File: config.mk
export PLATFORM = sky130hd
export DESIGN_NAME = jtag_bit_shifter
export DESIGN_NICKNAME = d
export VERILOG_FILES = /design/src/rtl/jtsh_pkg.sv /design/src/rtl/jtsh_tck_timer.sv /design/src/rtl/jtsh_tdo_packer.sv /design/src/rtl/jtag_bit_shifter.sv
export SDC_FILE = /design/constraint.sdc
export NUM_CORES = 1
export LEC_CHECK = 0
export ABC_AREA = 0
export BUFFER_PORTS_ARGS = -buffer_cell sky130_fd_sc_hd__buf_2
export CORE_ASPECT_RATIO = 2
export CORE_MARGIN = 3
export CORE_UTILIZATION = 59
export DETAILED_ROUTE_END_ITERATION = 7
export MAX_ROUTING_LAYER = met4
export PLACE_DENSITY = 0.76
export SETUP_SLACK_MARGIN = 0.15
export SLEW_MARGIN = 20
export SYNTH_ARGS = -nofsm -noshare
export SYNTH_HDL_FRONTEND = slang
export SYNTH_SLANG_ARGS = --single-unit
export TNS_END_PERCENT = 5
File: constraint.sdc
create_clock -name clk -period 6.73 [get_ports clk]
set_clock_uncertainty 0.05 [all_clocks]
set_input_delay 0.673 -clock clk [delete_from_list [all_inputs] [get_ports clk]]
set_output_delay 0.673 -clock clk [all_outputs]
set_load 0.01 [all_outputs]
File: src/rtl/jtsh_pkg.sv
package jtsh_pkg;
  typedef enum logic [1:0] {
    M_TMS  = 2'd0,
    M_TDI  = 2'd1,
    M_BOTH = 2'd2,
    M_CAPT = 2'd3
  } jmode_t;

  typedef enum logic [2:0] {
    S_HDR,
    S_CNT,
    S_NEED,
    S_LOW,
    S_HIGH
  } jstate_t;
endpackage

File: src/rtl/jtsh_tck_timer.sv
module jtsh_tck_timer #(
  parameter int HP_W = 8
) (
  input  logic            clk,
  input  logic            rst,
  input  logic            run,
  input  logic [HP_W-1:0] half_period,
  output logic            tick
);
  logic [HP_W-1:0] cnt;
  logic [HP_W-1:0] lim;

  assign lim  = (half_period == '0) ? HP_W'(1) : half_period;
  assign tick = run && (cnt == lim - HP_W'(1));

  always_ff @(posedge clk) begin
    if (rst || !run || tick) cnt <= '0;
    else                     cnt <= cnt + HP_W'(1);
  end
endmodule

File: src/rtl/jtsh_tdo_packer.sv
module jtsh_tdo_packer #(
  parameter int BYTE_W = 8
) (
  input  logic              clk,
  input  logic              rst,
  input  logic              sample,
  input  logic              last,
  input  logic              tdo,
  output logic [BYTE_W-1:0] out_data,
  output logic              out_valid
);
  localparam int IDX_W = $clog2(BYTE_W);

  logic [BYTE_W-1:0] acc;
  logic [BYTE_W-1:0] merged;
  logic [IDX_W-1:0]  idx;

  assign merged = acc | (BYTE_W'(tdo) << idx);

  always_ff @(posedge clk) begin
    if (rst) begin
      acc       <= '0;
      idx       <= '0;
      out_data  <= '0;
      out_valid <= 1'b0;
    end else begin
      out_valid <= 1'b0;
      if (sample) begin
        if (idx == IDX_W'(BYTE_W - 1) || last) begin
          out_data  <= merged;
          out_valid <= 1'b1;
          acc       <= '0;
          idx       <= '0;
        end else begin
          acc <= merged;
          idx <= idx + IDX_W'(1);
        end
      end
    end
  end
endmodule

File: src/rtl/jtag_bit_shifter.sv
module jtag_bit_shifter #(
  parameter int CNT_W = 16,
  parameter int HP_W  = 8
) (
  input  logic            clk,
  input  logic            rst,
  input  logic [7:0]      in_data,
  input  logic            in_valid,
  output logic            in_ready,
  input  logic [HP_W-1:0] half_period,
  output logic            tck,
  output logic            tms,
  output logic            tdi,
  input  logic            tdo,
  output logic [7:0]      out_data,
  output logic            out_valid
);
  import jtsh_pkg::*;

  localparam int CNT_BYTES = CNT_W / 8;
  localparam int CIDX_W    = (CNT_BYTES > 1) ? $clog2(CNT_BYTES) : 1;

  jstate_t           state;
  jmode_t            mode_q;
  logic              hold_q;
  logic [CIDX_W-1:0] cidx;
  logic [CNT_W-1:0]  remain;
  logic [CNT_W-1:0]  cnt_merged;
  logic [7:0]        dbyte;
  logic [7:0]        src;
  logic [7:0]        shifted;
  logic [2:0]        dleft;
  logic              accept;
  logic              dual;
  logic              n_tms;
  logic              n_tdi;
  logic              tick;

  assign in_ready = (state == S_HDR) || (state == S_CNT) || (state == S_NEED);
  assign accept   = in_valid && in_ready;
  assign dual     = mode_q[1];
  assign src      = (state == S_NEED) ? in_data : dbyte;
  assign shifted  = dual ? (src >> 2) : (src >> 1);

  always_comb begin
    cnt_merged = remain;
    for (int i = 0; i < CNT_BYTES; i++) begin
      if (cidx == CIDX_W'(i)) cnt_merged[i*8 +: 8] = in_data;
    end
  end

  always_comb begin
    case (mode_q)
      M_TMS:   begin n_tms = src[0]; n_tdi = hold_q; end
      M_TDI:   begin n_tms = hold_q; n_tdi = src[0]; end
      default: begin n_tms = src[1]; n_tdi = src[0]; end
    endcase
  end

  jtsh_tck_timer #(.HP_W(HP_W)) u_timer (
    .clk         (clk),
    .rst         (rst),
    .run         ((state == S_LOW) || (state == S_HIGH)),
    .half_period (half_period),
    .tick        (tick)
  );

  jtsh_tdo_packer #(.BYTE_W(8)) u_packer (
    .clk       (clk),
    .rst       (rst),
    .sample    ((state == S_LOW) && tick && (mode_q == M_CAPT)),
    .last      (remain == CNT_W'(1)),
    .tdo       (tdo),
    .out_data  (out_data),
    .out_valid (out_valid)
  );

  always_ff @(posedge clk) begin
    if (rst) begin
      state  <= S_HDR;
      mode_q <= M_TMS;
      hold_q <= 1'b0;
      cidx   <= '0;
      remain <= '0;
      dbyte  <= '0;
      dleft  <= '0;
      tck    <= 1'b0;
      tms    <= 1'b1;
      tdi    <= 1'b0;
    end else begin
      case (state)
        S_HDR: if (accept) begin
          mode_q <= jmode_t'(in_data[1:0]);
          hold_q <= in_data[2];
          cidx   <= '0;
          state  <= S_CNT;
        end
        S_CNT: if (accept) begin
          remain <= cnt_merged;
          if (cidx == CIDX_W'(CNT_BYTES - 1))
            state <= (cnt_merged == '0) ? S_HDR : S_NEED;
          else
            cidx <= cidx + CIDX_W'(1);
        end
        S_NEED: if (accept) begin
          tms   <= n_tms;
          tdi   <= n_tdi;
          dbyte <= shifted;
          dleft <= dual ? 3'd3 : 3'd7;
          state <= S_LOW;
        end
        S_LOW: if (tick) begin
          tck    <= 1'b1;
          remain <= remain - CNT_W'(1);
          state  <= S_HIGH;
        end
        S_HIGH: if (tick) begin
          tck <= 1'b0;
          if (remain == '0) begin
            state <= S_HDR;
          end else if (dleft == 3'd0) begin
            state <= S_NEED;
          end else begin
            tms   <= n_tms;
            tdi   <= n_tdi;
            dbyte <= shifted;
            dleft <= dleft - 3'd1;
            state <= S_LOW;
          end
        end
        default: state <= S_HDR;
      endcase
    end
  end
endmodule

==> flow_summary.json <==
{
  "outcome": "completed",
  "yosys-top-cells-area": "dfxtp_1 34%, mux2i_1 7.7%, nor2_1 6.8%",
  "cts.clk_slew.worst_paths_ns": 0.05,
  "synth_fp_nets": 486,
  "worstSetupStartpointType": "input port",
  "rsz0062_at_grt": "no",
  "arrival_ns": 4.13,
  "final_cell_mix": "68 x nor2_1, 64 x dfxtp_1, 32 x buf_2",
  "drv_cap": 0,
  "gr-total-overflow": 0,
  "rr_endpoint": "u_packer.out_data[6]",
  "cts_inserted_buffers": 9,
  "core_area_um2": 6110,
  "crit_path_end": "u_packer.out_data[6]",
  "hpwl_um": 7130,
  "grt_use_total_pct": 29.2,
  "dieArea_um2": 7400,
  "rows": 40,
  "reg2reg_depth": 7,
  "via_per_inst": 6.45,
  "async_reset_ff_share_pct": 0,
  "firstDrtPassIters": 5,
  "cts_buffer_depth": 2,
  "power_w": 0.00102,
  "design_area_um2": 4210,
  "cts_setup_buffers": 0,
  "p_per_area_nw_per_um2": 241,
  "fin_tns_setup_ns": 0,
  "placed_cell_area_um2": 3890,
  "endpoint_kind": "flop",
  "clk_latency_ns": 0.34,
  "wire_per_inst_um": 18.3,
  "grt_max_degree": 59,
  "synth_largest_area_cell": "dfxtp_1",
  "synth_top_area_share_pct": 34.2,
  "cp_max_fo": 27,
  "layout-drive-gt1-share_pct": 14.3,
  "synthFlopType": "dfxtp_1",
  "holdWs_ns": 0.413,
  "ios": 33,
  "synth_seq_cells": 64,
  "rrSetupSlack_ns": 2.99,
  "grt_first_pass_wirelength_um": 16600,
  "die_w_um": 62.3,
  "grt_antenna_before_repair": 0,
  "syn_to_final_growth_pct": 12.4,
  "die_y_um": 119,
  "r2r-start": "remain[8]",
  "netlist_area_um2": 3750,
  "antenna_cells": 0,
  "portBuffers": 32,
  "start_util_pct": 61.4,
  "finalSetupViolations": 0,
  "vias": 3618,
  "tritoncts": "done",
  "syn_area_per_cell_um2": 8.18,
  "critPathKind": "input port to flop",
  "layout_commonest_cell": "nor2_1",
  "p_leak_nw": 1.60,
  "max-slew-margin-rel_pct": 37.3,
  "layout_min_cycle_time_ns": 3.95,
  "place_congestion": 0.939,
  "period_share_pct": 58.7,
  "hold_path_class": "flop to flop",
  "hold_viol": 0,
  "startpoint": "half_period[1]",
  "synth.distinct_cells": 61,
  "nets": 500,
  "yosysWarnings": 0,
  "max_freq_mhz": 253,
  "slew_violations": 0,
  "tightest_slew_ns": 0.938,
  "cts_htree_levels": 3,
  "first_iter_violations": 231,
  "setup_slack_ns": 2.78,
  "synthCells": 458,
  "ant_nets": 0,
  "synth_edf_count": 0,
  "ir_drop_mv": 0.264,
  "cts_sinks": 64,
  "ctsHoldBuffers": 0,
  "clock-root-buffer": "clkbuf_16",
  "route.detailed.drc": 0,
  "required_ns": 6.92,
  "cts_resized": 0,
  "dp_slack_ns": 2.51,
  "grt_pass1_vias": 3564,
  "wirelength_um": 10300,
  "ys_seq_area_share_pct": 34.2
}
-- Yosys cell counts (all sizes together), types with 2 or more instances --
master  instances
mux2i          29
or2             4
a211oi         18
buf            11
mux2            3
o31ai           5
and2            4
and3            3
nand4           2
a221o           2
o21ai          17
dfxtp          64
or4             7
xor2           10
nand2          26
nor3b           2
nor3           24
a41oi           3
nand2b          3
a21oi          25
clkbuf         21
a32o            7
o22ai           2
nand3          12
nor2b           4
and4            2
inv            15
a31oi           8
o21a            3
xnor2           8
nor2           68
a311oi          5
a22oi           2
ha              8
nor4           12
or3             4
-- worst max-delay path: stages --
cell      delay, ns
buf_2          0.12
or4_4          0.57
o31ai_4        0.28
inv_1          0.07
ha_1           0.22
xor2_1         0.19
xnor2_1        0.14
nand3_1        0.09
or3_1          0.52
nor3_4         0.85
nor2_1         0.12
a311oi_1       0.29
-- how the worst min path moves through the flow --
stage / from / depth (start not counted) / endpoint
6_report: dbyte[6] / 2 / dbyte[6]
4_1_cts: dbyte[6] / 2 / dbyte[6]
3_3_place_gp: u_packer.acc[6] / 2 / u_packer.out_data[6]
5_1_grt: dbyte[6] / 2 / dbyte[6]
3_5_place_dp: dbyte[6] / 2 / dbyte[6]
2_1_floorplan: dbyte[6] / 2 / dbyte[6]
-- routing by layer --
metal / track usage [%] / vias up / routed length, um
li1: - / 1702 / -
met4: 18.5 / 0 / 554
met2: 51.8 / 143 / 5430
met1: 28.3 / 1725 / 3730
met5: - / - / 0
met3: 6.37 / 48 / 547
-- where the power goes --
part / leakage [nW] / internal [W] / switching [W] / total [W]
Combinational: 0.924 / 0.0000459 / 0.0000785 / 0.000124
Clock: 0.159 / 0.000326 / 0.000165 / 0.000491
Sequential: 0.517 / 0.000387 / 0.0000143 / 0.000401
-- registers in the layout (all words and copies together), names as in the netlist, 2 cells and up --
| name | count |
|---|---|
| u_packer.idx | 3 |
| dbyte | 7 |
| remain | 16 |
| u_packer.out_data | 8 |
| u_timer.cnt | 8 |
| state | 3 |
| u_packer.acc | 8 |
| mode_q | 2 |
| dleft | 3 |
-- through the flow --
step / utilization (%) / cells
finish: 69.0 / 561
global route: 69.0 / 561
CTS: 69.0 / 561
detailed placement: 63.7 / 545
global placement: 63.7 / 545
floorplan: - / 458
-- cell type report --
type / instances / area [um2]
Multi-Input combinational cell: 347 / 2270
Sequential cell: 64 / 1280
Clock buffer: 14 / 284
Inverter: 15 / 56.3
Timing Repair Buffer: 35 / 183
Clock inverter: 2 / 35.0
Tap cell: 84 / 105
Fill cell: 550 / 1890
-- kinds of logic (layout without fill, tap and decap cells) --
| group | Yosys count | count (layout) | share of synthesized area [%] |
|---|---|---|---|
| adders and majority gates | 8 | 8 | 2.67 |
| buffers and inverters | 47 | 66 | 5.28 |
| DFF | 64 | 64 | 34.2 |
| xor gates and xnor gates | 18 | 18 | 4.21 |
| AOI/OAI and AO/OA | 109 | 109 | 20.9 |
| muxes | 32 | 32 | 8.65 |
| and+or+nand+nor | 180 | 180 | 24.1 |
Note: power is estimated with default switching activity, not from simulation.
